`config.mk`:
```
export PLATFORM = sky130hd
export DESIGN_NAME = rx_phase_seq
export DESIGN_NICKNAME = d
export VERILOG_FILES = /design/src/rtl/rxseq_pkg.sv /design/src/rtl/rxseq_dp.sv /design/src/rtl/rxseq_ctrl.sv /design/src/rtl/rx_phase_seq.sv
export SDC_FILE = /design/constraint.sdc
export NUM_CORES = 1
export LEC_CHECK = 0
export BUFFER_PORTS_ARGS = -buffer_cell sky130_fd_sc_hd__buf_4
export CAP_MARGIN = 15
export CORE_UTILIZATION = 56
export DETAILED_ROUTE_END_ITERATION = 8
export MAX_ROUTING_LAYER = met4
export PLACE_DENSITY = 0.87
export SETUP_SLACK_MARGIN = 0.3
export SLEW_MARGIN = 10
export SYNTH_ARGS = -nofsm -noshare
export SYNTH_HDL_FRONTEND = slang
export SYNTH_HIERARCHICAL = 1
export SYNTH_SLANG_ARGS = --single-unit
```
`constraint.sdc`:
```
create_clock -name clk -period 2.9 [get_ports clk]
set_input_delay 0.29 -clock clk [delete_from_list [all_inputs] [get_ports clk]]
set_output_delay 0.29 -clock clk [all_outputs]
set_load 0.05 [all_outputs]
```
`src/rtl/rxseq_pkg.sv`:
```
package rxseq_pkg;

  typedef enum logic [2:0] {
    PH_IDLE    = 3'd0,
    PH_RECOVER = 3'd1,
    PH_ACQ     = 3'd2,
    PH_EST     = 3'd3,
    PH_DEMOD   = 3'd4
  } phase_t;

  // strobes from control to datapath
  typedef struct packed {
    logic clrAll;
    logic recStep;
    logic acqCount;
    logic demodCount;
  } seqStrobe_t;

  // status from datapath to control
  typedef struct packed {
    logic recDone;
    logic repLimit;
    logic lenReached;
  } seqStatus_t;

endpackage

```
`src/rtl/rxseq_dp.sv`:
```
module rxseq_dp
  import rxseq_pkg::*;
#(
  parameter int LEN_W = 12,
  parameter int REC_W = 8,
  parameter int REP_W = 6,
  parameter int BITS_PER_VALID = 4
) (
  input  logic             clk,
  input  logic             rstN,
  input  seqStrobe_t       strobe,
  input  logic             repTick,
  input  logic             bitValid,
  input  logic [LEN_W-1:0] payloadLen,
  input  logic [REC_W-1:0] recoveryCycles,
  input  logic [REP_W-1:0] maxReps,
  output seqStatus_t       status
);

  localparam int BIT_W = LEN_W + 1;
  localparam int RCNT_W = REP_W + 1;
  localparam logic [BIT_W-1:0] BIT_STEP = BIT_W'(BITS_PER_VALID);

  logic [REC_W-1:0]  recCnt;
  logic [RCNT_W-1:0] repCnt;
  logic [BIT_W-1:0]  bitCnt;
  logic [RCNT_W-1:0] repNext;
  logic [BIT_W-1:0]  bitNext;

  assign repNext = repCnt + RCNT_W'(1);
  assign bitNext = bitCnt + BIT_STEP;

  always_ff @(posedge clk) begin
    if (!rstN || strobe.clrAll) begin
      recCnt <= '0;
      repCnt <= '0;
      bitCnt <= '0;
    end else begin
      if (strobe.recStep && recCnt != recoveryCycles) recCnt <= recCnt + REC_W'(1);
      if (strobe.acqCount && repTick) repCnt <= repNext;
      if (strobe.demodCount && bitValid) bitCnt <= bitNext;
    end
  end

  always_comb begin
    status.recDone    = strobe.recStep && (recCnt >= recoveryCycles);
    status.repLimit   = strobe.acqCount && repTick &&
                        (repNext >= {1'b0, maxReps});
    status.lenReached = strobe.demodCount && bitValid &&
                        (bitNext >= {1'b0, payloadLen});
  end

endmodule

```
`src/rtl/rxseq_ctrl.sv`:
```
module rxseq_ctrl
  import rxseq_pkg::*;
(
  input  logic       clk,
  input  logic       rstN,
  input  logic       wakeReq,
  input  logic       acqDone,
  input  logic       estDone,
  input  seqStatus_t status,
  output seqStrobe_t strobe,
  output logic       sleepCtl,
  output logic       rxOn,
  output logic       acqEn,
  output logic       estEn,
  output logic       demodEn,
  output logic       acqFail,
  output logic       pktDone
);

  phase_t phase, phaseNext;
  logic failNext, doneNext;

  always_comb begin
    phaseNext = phase;
    failNext  = 1'b0;
    doneNext  = 1'b0;
    unique case (phase)
      PH_IDLE:    if (wakeReq) phaseNext = PH_RECOVER;
      PH_RECOVER: if (status.recDone) phaseNext = PH_ACQ;
      PH_ACQ: begin
        if (acqDone) phaseNext = PH_EST;           // peak beats budget
        else if (status.repLimit) begin
          phaseNext = PH_IDLE;
          failNext  = 1'b1;
        end
      end
      PH_EST:     if (estDone) phaseNext = PH_DEMOD;
      PH_DEMOD: begin
        if (status.lenReached) begin
          phaseNext = PH_IDLE;
          doneNext  = 1'b1;
        end
      end
      default:    phaseNext = PH_IDLE;
    endcase
  end

  always_ff @(posedge clk) begin
    if (!rstN) begin
      phase   <= PH_IDLE;
      acqFail <= 1'b0;
      pktDone <= 1'b0;
    end else begin
      phase   <= phaseNext;
      acqFail <= failNext;
      pktDone <= doneNext;
    end
  end

  always_comb begin
    strobe.clrAll     = (phase == PH_IDLE);
    strobe.recStep    = (phase == PH_RECOVER);
    strobe.acqCount   = (phase == PH_ACQ);
    strobe.demodCount = (phase == PH_DEMOD);
    sleepCtl = (phase == PH_IDLE);
    rxOn     = (phase != PH_IDLE);
    acqEn    = (phase == PH_ACQ);
    estEn    = (phase == PH_EST);
    demodEn  = (phase == PH_DEMOD);
  end

endmodule

```
`src/rtl/rx_phase_seq.sv`:
```
module rx_phase_seq
  import rxseq_pkg::*;
#(
  parameter int LEN_W = 12,
  parameter int REC_W = 8,
  parameter int REP_W = 6,
  parameter int BITS_PER_VALID = 4
) (
  input  logic             clk,
  input  logic             rstN,
  input  logic             wakeReq,
  input  logic             acqDone,
  input  logic             estDone,
  input  logic             repTick,
  input  logic             bitValid,
  input  logic [LEN_W-1:0] payloadLen,
  input  logic [REC_W-1:0] recoveryCycles,
  input  logic [REP_W-1:0] maxReps,
  output logic             sleepCtl,
  output logic             rxOn,
  output logic             acqEn,
  output logic             estEn,
  output logic             demodEn,
  output logic             acqFail,
  output logic             pktDone
);

  seqStrobe_t strobe;
  seqStatus_t status;

  rxseq_ctrl ctrl_i (
    .clk(clk), .rstN(rstN), .wakeReq(wakeReq), .acqDone(acqDone),
    .estDone(estDone), .status(status), .strobe(strobe),
    .sleepCtl(sleepCtl), .rxOn(rxOn), .acqEn(acqEn), .estEn(estEn),
    .demodEn(demodEn), .acqFail(acqFail), .pktDone(pktDone)
  );

  rxseq_dp #(
    .LEN_W(LEN_W), .REC_W(REC_W), .REP_W(REP_W), .BITS_PER_VALID(BITS_PER_VALID)
  ) dp_i (
    .clk(clk), .rstN(rstN), .strobe(strobe), .repTick(repTick),
    .bitValid(bitValid), .payloadLen(payloadLen),
    .recoveryCycles(recoveryCycles), .maxReps(maxReps), .status(status)
  );

endmodule

```
# Yosys cells after proc, flatten, opt, wreduce, memory -nomap -nowiden
# Index checks and enable logic that the tools add are counted.
# Widths: inputs -> output; s select.
dict set report op_classes {
  n_reduce_logical 13
  div 0
  n_shift 0
  addsub 3
  order_cmp 3
  eq_ne 10
  mul 0
  bitwise 2
  mux 9
}
# cell count
set op_table {}
lappend op_table {{$mux 3} 6}
lappend op_table {{$pmux 3 s5} 1}
lappend op_table {{$add 13x3->13 const B} 1}
lappend op_table {{$ge 13x12->1} 1}
lappend op_table {{$add 8x1->8 const B} 1}
lappend op_table {{$ge 8x8->1} 1}
lappend op_table {{$ne 8x8->1} 1}
lappend op_table {{$add 7x1->7 const B} 1}
lappend op_table {{$ge 7x6->1} 1}
lappend op_table {{$eq 3x2->1 const B} 2}
lappend op_table {{$logic_and 1x1->1} 6}
lappend op_table {{$ne 2x2->1 const B} 3}
lappend op_table {{$reduce_and 5->1} 1}
lappend op_table {{$eq 3x1->1 const B} 1}
lappend op_table {{$eq 3x3->1 const B} 1}
lappend op_table {{$logic_not 3->1} 1}
lappend op_table {{$ne 3x2->1 const B} 1}
lappend op_table {{$reduce_bool 3->1} 1}
lappend op_table {{$reduce_or 3->1} 1}
lappend op_table {{$mux 1} 2}
lappend op_table {{$ne 2x1->1 const B} 1}
lappend op_table {{$not 1->1} 2}
lappend op_table {{$reduce_and 2->1} 1}
lappend op_table {{$logic_not 1->1} 1}
lappend op_table {{$logic_or 1x1->1} 1}
dict set report word_totals {
  ram_bits 0
  elab_cells 46
  ff_bits 33
  rom_bits 0
  out_inout_bits 7
  mem_count 0
  latchBits 0
  in_bits 33
}

# Logic depth before layout (Yosys ltp)
# Gate-level depths: netlist of the first run.
dict set report depth {
  depth_word 6
  ltp_mapped 11
  ltp_nobuf 11
}

# Hierarchy
# Netlist of the first run, hierarchy kept.
# module cells_each seq_area_each_um2 n_inst area_each_um2
set by_module_without_submodules {}
lappend by_module_without_submodules {rxseq_dp 237 520.5 1 1913.1}
lappend by_module_without_submodules {rxseq_ctrl 29 100.1 1 271.5}

# Worst setup path before layout of the first run
# OpenSTA, ideal clock, no wires.
dict set report synth_path {
  path_kind {flip-flop to flip-flop}
  start {register ctrl_i.phase[2]}
  end {register dp_i.bitCnt[9]}
  n_path_buf 2
  stages_incl_launch_ff 8
  setup_ps 128
  synth_period_minus_slack_ps 2819
  required_time_ps 2772
  arrival_ps 2692
  setup_slack_ps 81
  path_cell_list {dfxtp_1 -> nor3b_1 -> buf_4 -> nand2_1 -> clkbuf_1 -> nor4_1 -> xnor2_1 -> nor2_1}
}
dict set report synth_between {
  elab_chain_cells 2
  word_cells_on_any_way 4
  classes_between {1 x eq/ne; 3 x reduce/logical}
}
# element line
set synth_rtl {}
lappend synth_rtl {{start: declaration} rxseq_ctrl.sv:20} ;# phase_t phase, phaseNext;
lappend synth_rtl {{start signal: assignment} rxseq_ctrl.sv:54} ;# phase <= phaseNext;
lappend synth_rtl {{$eq 3x3->1} --}
lappend synth_rtl {{net demodEn} rx_phase_seq.sv:23} ;# output logic demodEn,
lappend synth_rtl {{$logic_and 1x1->1} rxseq_dp.sv:41} ;# if (strobe.demodCount && bitValid) bitCnt <= bitNext;
lappend synth_rtl {{end signal: assignment} rxseq_dp.sv:41}
lappend synth_rtl {{end: declaration} rxseq_dp.sv:26} ;# logic [BIT_W-1:0] bitCnt;
# The timed path passes the listed nets, and every way through them passes these cells.
# A chain may end at the register's enable or synchronous reset.

==> impl_metrics.toml, run 1 <==
[route]
antenna_left = 0
drc_errors = 0
vias_per_cell = 5.55
dr.pass1.iters = 4
wl_per_cell_um = 12.5
wl_um = 4430
drt_iter0_markers = 65
vias = 1971

[flow_run]
max_cap_violations = 0

[yosys]
synthMuxAreaShare = 0.0149
synth_top_family_by_area = "simple AND/OR/NAND/NOR gates"
yosys.area_share.xor_xnor = 0.120
syn_nets = 326
yosys.area_share.simple = 0.221
ys.flop_type = "dfxtp_1"
synthAdderAreaFrac = 0.155
yosysSeqAreaShare = 0.284
syn_avg_cell_area_sq_um = 8.21
ys_ff_latch = 31
synth.area.top_cells = "dfxtp_1, ha_1, xnor2_1"
yosysTopAreaCell = "dfxtp_1"
synthDominantCellAreaShare = 0.284
synth_edf_count = 0
synth_area_sq_mm = 0.00218
ys_warn_count = 6
ys_async_sr_fraction = 0
netlist_instances = 266
synth.distinct_cells = 45
synth-compound-area-share = 0.129

[timing]
relSlewSlack = 0.651
worstMarginPinSlew_ns = 0.523
rsz0062_at_grt = "no"
max_freq_mhz = 409
tns_ns = 0
clock_skew_ns = 0.00445
period_minus_slack_ns = 2.44
maxSlewViolCount = 0
setup_slack_ns = 0.456
hold_viol = 0
holdWs_ns = 0.271
setup_viol = 0
fin_crit_sh = 0.843

[critical_path]
reg2reg_from = "dp_i/bitCnt[3]$_SDFFE_PP0P_"
crit_path_max_incr_delay_ns = 0.39
crit_type = "register to register"
critPathTopFamily = "compound AO/OA/AOI/OAI gates"
worstRegToRegCells = 11
cp.arrival_ns = 2.62
rrSetupSlack_ns = 0.46
worst-path-max-fanout = 9
critPathCaptureType = "register"
cp-start-kind = "register"
path_buf_inv = 0
critPathRequiredTime_ns = 3.07
worstPathCellList = "ha_2, nand3_4, nor2_2, xor2_1, ha_1, nand3_1, a211oi_1, o221ai_1, a31oi_1, nor2b_1, a32o_1"
crit_slowest_cell = "dfxtp_1"
reg2reg_to = "ctrl_i/phase[2]$_SDFFE_PN0P_"

[clock_network]
numCtsBuffers = 5
cts_root_buf = "clkbuf_8"
cts_post_setup_buffers_inserted = 0
path_clk_slew_ns = 0.06
htreeDepth = 2
clockBufferDepth = 2
cts_tree = "done"
clk_latency_ns = 0.28
clock_sink_count = 31

[worst_hold_path]
worstHoldEndpoint = "ctrl_i/phase[2]$_SDFFE_PN0P_"
min_path_cells = 2
holdCritPathClass = "input pin to register"
min_from = "estDone"

[finish]
syn2layout_area_growth_pct = 20.4
finalInstanceArea_sq_mm = 0.00263
n_fill_cell = 306
drive_gt1_frac = 0.195
mostFrequentLayoutCell = "buf_4"
diodes = 0
nNetsFinal = 367
layout.cells.most_common_list = "buf_4, inv_1, dfxtp_1"

[floorplan]
core_sq_mm = 0.00369
die_w_um = 64.5
initial_core_util = 0.592
io_pins = 40
fp-row-count = 22
die_area_sq_mm = 0.00416
die_h_um = 64.5

[outcome]
status = "finished clean"

[place]
dp_hpwl_um = 3370
pre_cts_ws_ns = 0.266
place_congestion = 0.834
portBuffers = 39
placed_area_sq_mm = 0.00252

[grt]
grt_start_max_net_pins = 16
grt_pass1_vias = 1765
gr-total-overflow = 0
antenna_found_initial = 0
grt_pass1_wl_um = 7600
grtUsageTotal = 0.242

[power_and_ir_drop]
peakVddDrop_v = 0.000233
p_leak_nw = 1.21
pwr_density_cell_mw_per_mm2 = 330
[sequential cells by signal, indices dropped and copies added, names as in the netlist]
name            count
dp_i/bitCnt        11
ctrl_i/pktDone      1
ctrl_i/phase        3
dp_i/repCnt         7
ctrl_i/acqFail      1
dp_i/recCnt         8
[metrics by stage]
stage	cells	power (W)	utilization
floorplan	266	0.000491	-
global placement	348	0.000536	0.684
detailed placement	348	0.000539	0.684
CTS	355	0.000879	0.709
global route	355	0.000913	0.713
finish	355	0.000868	0.713
[power breakdown]
part	internal, W	switching (W)	total, W	leakage (nW)
sequential	0.000427	0.00000283	0.000430	0.251
clock	0.000186	0.000152	0.000338	0.0470
combinational	0.0000527	0.0000467	0.0000994	0.908
[cell usage after synthesis (2+ instances only)]
cell	count
nand2_1	14
nor2_1	27
xor2_1	15
nor3b_1	2
xnor2_1	15
nand2b_1	4
dfxtp_1	31
and4_1	2
ha_1	27
o21ai_0	7
a21oi_1	13
o2111ai_1	3
clkbuf_1	4
or3_1	5
nand4_1	3
nor3_1	9
nor2b_1	3
a211oi_1	4
buf_4	3
or4_1	2
inv_1	32
a21o_1	3
o221ai_1	2
nand3_1	10
o211ai_1	2
nor4_1	2
and3_1	3
o21a_1	2
[how the worst max path moves through the flow]
stage / depth (start not counted) / endpoint / start
finish: 11 / ctrl_i/phase[2]$_SDFFE_PN0P_ / dp_i/bitCnt[3]$_SDFFE_PP0P_
global route: 11 / ctrl_i/phase[2]$_SDFFE_PN0P_ / dp_i/bitCnt[2]$_SDFFE_PP0P_
CTS: 11 / ctrl_i/phase[2]$_SDFFE_PN0P_ / dp_i/bitCnt[3]$_SDFFE_PP0P_
detailed placement: 11 / ctrl_i/phase[2]$_SDFFE_PN0P_ / dp_i/bitCnt[3]$_SDFFE_PP0P_
global placement: 11 / ctrl_i/phase[2]$_SDFFE_PN0P_ / dp_i/bitCnt[2]$_SDFFE_PP0P_
floorplan: 7 / dp_i/repCnt[6]$_SDFFE_PP0P_ / ctrl_i/phase[1]$_SDFFE_PN0P_
[kinds of logic after synthesis]
kind of cell	Yosys count
AOI/OAI and AO/OA	43
xor gates and xnor gates	30
adders and majority gates	27
buffers and inverters	41
DFF	31
muxes	2
and+or+nand+nor	92
[metal layers]
metal / vias to the layer above / part of all wire / global-route usage
met5: - / 0 / -
li1: 998 / - / -
met3: 8 / 0.050 / 0.0546
met1: 913 / 0.44 / 0.286
met4: 0 / 0.019 / 0.0944
met2: 52 / 0.49 / 0.400
[timing repair]
action                     4_1_cts  5_1_grt
pin swaps                        0        1
setup endpoints to repair        1        2
gates resized for setup          1        5
hold buffers                     0        0
[final cells by class]
cell class                 count  area (sq um)  share of cell area
clock inverter                 1          5.00             0.00190
inverter                      33           124              0.0471
tap                           48          60.1              0.0228
clock buffer                   6          82.6              0.0314
sequential                    31           623               0.237
multi-input combinational    194          1420               0.540
timing repair buffer          42           315               0.120
Note: power is estimated with default switching activity, not from simulation.
==> run 2, diff against run 1 <==
==> constraint.sdc (replaced) <==
create_clock -name clk -period 2.45 [get_ports clk]
set_input_delay 0.245 -clock clk [delete_from_list [all_inputs] [get_ports clk]]
set_output_delay 0.245 -clock clk [all_outputs]
set_load 0.05 [all_outputs]
==> run 2 against run 1 <==
Net effect: largest power group unchanged; maximum frequency increased by 6.3%; worst hold slack worse by 0.037 ns; total power is 23% higher; cell count grew 2.5%; combinational power is 29% higher; global-route usage increased by 0.067 points; count of clock-buffer cells in the layout grew 2; non-clock buffer count grew 8; sequential power up 17%; critical path type unchanged; clock skew fell by 0.0016 ns; register-to-register slack worse by 0.31 ns.
==> impl_metrics.toml, run 2 (synthesis results as in run 1) <==
[route]
drc_errors = 0
wl_um = 4900
wl_per_cell_um = 13.5
dr.pass1.iters = 5
drt_iter0_markers = 68
vias_per_cell = 5.40
antenna_left = 0
vias = 1965

[clock_network]
clockBufferDepth = 2
htreeDepth = 2
cts_hold_buf = 0
cts_tree = "done"
clock_sink_count = 31
path_clk_slew_ns = 0.06
clk_latency_ns = 0.29
cts_root_buf = "clkbuf_8"
numCtsBuffers = 5

[flow_run]
max_cap_violations = 0

[floorplan]
core_sq_mm = 0.00369
die_w_um = 64.5
initial_core_util = 0.592
fp-row-count = 22
die_area_sq_mm = 0.00416
die_h_um = 64.5
io_pins = 40

[finish]
diodes = 0
layout.cells.most_common_list = "buf_4, inv_1, nor2_1, ha_1, dfxtp_1"
top_register = "dp_i/bitCnt"
nNetsFinal = 375
drive_gt1_frac = 0.278
fin_util = 0.764
n_fill_cell = 284
mostFrequentLayoutCell = "buf_4"
final-seq-area_sq_um = 646
largest_reg_flops = 11
multiInputGateArea_sq_mm = 0.00151
reg_top3 = "dp_i/bitCnt (11), dp_i/recCnt (8), dp_i/repCnt (7)"
syn2layout_area_growth_pct = 28.9

[critical_path]
cp-start-kind = "register"
cp.arrival_ns = 2.48
critPathRequiredTime_ns = 2.63
critPathCaptureType = "register"
crit_type = "register to register"
worst-path-max-fanout = 8

[timing]
period_minus_slack_ns = 2.30
max_freq_mhz = 435
setup_viol = 0
clock_skew_ns = 0.00286
rsz0062_at_grt = "yes"
tns_ns = 0
hold_viol = 0
maxSlewViolCount = 0
worstMarginPinSlew_ns = 0.426
relSlewSlack = 0.715
fin_crit_sh = 0.939

[grt]
antenna_found_initial = 0
gr-total-overflow = 0
grtUsageTotal = 0.243
grt_start_max_net_pins = 18
grt_pass1_wl_um = 7620
grt_pass1_vias = 1769

[place]
portBuffers = 39
dp_hpwl_um = 3340
place_congestion = 0.854

[power_and_ir_drop]
pwr_density_cell_mw_per_mm2 = 379
peakVddDrop_v = 0.000372
p_leak_nw = 1.26

[worst_hold_path]
holdCritPathClass = "input pin to register"

[outcome]
status = "finished clean"
[run 2: cell types whose count changed in the layout (fill, tap and decap cells not counted), moves of 3 or more]
cell | previous run | this run
dfxtp_4 | 0 | 5
dfxtp_1 | 29 | 21
dfxtp_2 | 2 | 5
a211oi_1 | 4 | 1
a211oi_2 | 0 | 3
buf_4 | 42 | 50
[run 2: area by class of cell]
type,count,share of cell area
multi-input combinational,194,0.535
sequential,31,0.229
timing repair buffer,50,0.133
inverter,33,0.0458
clock buffer,8,0.0355
tap,48,0.0213
[run 2: routing by layer]
layer  vias to the layer above  global-route usage  share of wire
li1                       1021                   -              -
met1                       894               0.286           0.44
met2                        41               0.403           0.51
met3                         9              0.0634          0.040
met4                         0              0.0806          0.015
met5                         -                   -              0
[run 2: what timing repair did]
action                     4_1_cts  5_1_grt
setup endpoints to repair        3        5
resized for setup               17        9
setup buffers                    2        6
pin swaps                        2       12
[run 2: worst paths after layout]
check        slack [ns]                   startpoint  cells past startpoint                           end
max                0.15  dp_i/bitCnt[3]$_SDFFE_PP0P_                     11  ctrl_i/phase[2]$_SDFFE_PN0P_
min                0.23                      estDone                      2  ctrl_i/phase[2]$_SDFFE_PN0P_
max reg2reg        0.15  dp_i/bitCnt[3]$_SDFFE_PP0P_                     11  ctrl_i/phase[2]$_SDFFE_PN0P_
min reg2reg        0.50  dp_i/repCnt[1]$_SDFFE_PP0P_                      2   dp_i/repCnt[1]$_SDFFE_PP0P_
[run 2: power breakdown]
group	internal, W	switching (W)
sequential	0.000501	0.00000402
combinational	0.0000670	0.0000606
clock	0.000256	0.000179
[run 2: critical path, stage by stage, from the launching register on]
cell and delay (ns):
dfxtp_4 0.38, ha_4 0.17, nand3_4 0.13, nor2_4 0.11, xor2_1 0.08, ha_1 0.31
nand3_2 0.10, a211oi_2 0.20, o221ai_1 0.13, a31oi_1 0.28, nor2b_1 0.08, a32o_1 0.22
[run 2: metrics by stage]
stage	power [W]	area (sq um)	worst slack [ns]	cells	hold slack (ns)
3_3_place_gp	0.000637	2570	0.160	348	0.465
2_1_floorplan	0.000584	2240	0.298	266	0.393
5_1_grt	0.00111	2820	0.0659	364	0.237
6_report	0.00107	2820	0.150	364	0.234
4_1_cts	0.00107	2730	0.252	358	0.222
3_5_place_dp	0.000641	2570	0.0975	348	0.483
==> run 3, diff against run 2 <==
--- a/config.mk
+++ b/config.mk
@@ -5,7 +5,7 @@
 export SDC_FILE = /design/constraint.sdc
 export NUM_CORES = 1
 export LEC_CHECK = 0
-export BUFFER_PORTS_ARGS = -buffer_cell sky130_fd_sc_hd__buf_4
+export BUFFER_PORTS_ARGS = -buffer_cell sky130_fd_sc_hd__clkbuf_2
 export CAP_MARGIN = 15
 export CORE_UTILIZATION = 56
 export DETAILED_ROUTE_END_ITERATION = 8
==> run 3 against run 2 <==
Net effect: first-iteration DRC count up 12%; register-to-register slack better by 0.06 ns; total power up 6.6%; wire length up 4.9%.
==> impl_metrics.toml, run 3 (synthesis results as in run 1) <==
[clock_network]
clock_sink_count = 31
htreeDepth = 2
cts_root_buf = "clkbuf_8"
clockBufferDepth = 2
path_clk_slew_ns = 0.07
clk_latency_ns = 0.29
numCtsBuffers = 5
cts_tree = "done"

[floorplan]
initial_core_util = 0.592
die_area_sq_mm = 0.00416
fp-row-count = 22
core_sq_mm = 0.00369
die_h_um = 64.5
die_w_um = 64.5
io_pins = 40

[finish]
multiInputGateArea_sq_mm = 0.00155
drive_gt1_frac = 0.325
mostFrequentLayoutCell = "clkbuf_2"
largest_reg_flops = 11
layout.cells.most_common_list = "clkbuf_2, inv_1, nor2_1, ha_1"
top_register = "dp_i/bitCnt"
finalInstanceArea_sq_mm = 0.00284
reg_top3 = "dp_i/bitCnt (11), dp_i/recCnt (8), dp_i/repCnt (7)"
syn2layout_area_growth_pct = 30.1
final-seq-area_sq_um = 659
diodes = 0
n_fill_cell = 266
fin_cells = 371
nNetsFinal = 382

[route]
vias_per_cell = 5.56
drt_iter0_markers = 76
dr.pass1.iters = 4
wl_um = 5140
drc_errors = 0
antenna_left = 0
vias = 2061
wl_per_cell_um = 13.9

[place]
placed_area_sq_mm = 0.00247
placedCellCount = 348
dp_hpwl_um = 3520
portBuffers = 39
place_congestion = 0.862

[timing]
setup_viol = 0
rsz0062_at_grt = "yes"
max_freq_mhz = 447
worstMarginPinSlew_ns = 0.475
maxSlewViolCount = 0
holdWs_ns = 0.237
tns_ns = 0
clock_skew_ns = 0.00315
fin_crit_sh = 0.914
relSlewSlack = 0.680
hold_viol = 0
period_minus_slack_ns = 2.24

[power_and_ir_drop]
pwr_density_cell_mw_per_mm2 = 400
p_leak_nw = 1.29
peakVddDrop_v = 0.000358

[grt]
grtUsageTotal = 0.251
gr-total-overflow = 0
grt_pass1_wl_um = 7870
antenna_found_initial = 0
grt_start_max_net_pins = 18
grt_pass1_vias = 1850

[critical_path]
worst-path-max-fanout = 4
crit_type = "register to register"
critPathCaptureType = "register"
cp-start-kind = "register"
cp.arrival_ns = 2.42
critPathRequiredTime_ns = 2.63

[worst_hold_path]
holdCritPathClass = "input pin to register"

[outcome]
status = "finished clean"

[flow_run]
max_cap_violations = 0
## run 3: power by group
part | leakage, nW | switching (W) | internal (W)
registers | 0.259 | 0.00000436 | 0.000496
logic | 0.971 | 0.0000627 | 0.0000513
clock network | 0.0612 | 0.000194 | 0.000329
total | 1.29 | 0.000261 | 0.000876
## run 3: cell type report
class | instances | area share
Clock buffer | 6 | 0.0290
Inverter | 33 | 0.0453
Multi-Input combinational cell | 194 | 0.544
Timing Repair Buffer | 57 | 0.116
Sequential cell | 31 | 0.232
Clock inverter | 2 | 0.0123
Tap cell | 48 | 0.0211
## run 3: final timing paths
path	endpoint	slack (ns)	start	cells after the start
setup reg to reg	ctrl_i/phase[2]$_SDFFE_PN0P_	0.21	dp_i/bitCnt[3]$_SDFFE_PP0P_	10
hold reg to reg	dp_i/repCnt[1]$_SDFFE_PP0P_	0.51	dp_i/repCnt[1]$_SDFFE_PP0P_	2
hold / removal	ctrl_i/phase[2]$_SDFFE_PN0P_	0.24	estDone	2
setup / recovery	ctrl_i/phase[2]$_SDFFE_PN0P_	0.21	dp_i/bitCnt[3]$_SDFFE_PP0P_	10
## run 3: per-layer routing
metal	vias to the layer above	routed length, um	global-route usage	share of wire
li1	1031	-	-	-
met1	961	2180	0.285	0.42
met2	58	2670	0.429	0.52
met3	11	203	0.0581	0.040
met4	0	89	0.0972	0.017
met5	-	0	-	0
## run 3: timing repair
action                     in CTS  in global routing
resized for setup              19                 21
hold buffers                    0                  0
setup endpoints to repair       3                  5
pin swaps                       5                 12
buffers inserted                3                 12
## run 3: worst max-delay path: stages, from the launching register on
cell and delay, ns:
dfxtp_4 0.38, nand4_4 0.11, or3_4 0.42, buf_4 0.15, nor2_2 0.11, xor2_1 0.09, ha_1 0.29, o221ai_2 0.09
a31oi_2 0.22, nor2b_1 0.07, a32o_1 0.20
## run 3: metrics by stage
stage          power (W)  worst slack (ns)   util
2_1_floorplan   0.000584             0.298      -
5_1_grt          0.00118            0.0884  0.771
3_5_place_dp    0.000627            0.0263  0.670
6_report         0.00114             0.211  0.771
3_3_place_gp    0.000621             0.159  0.670
4_1_cts          0.00115             0.261  0.723
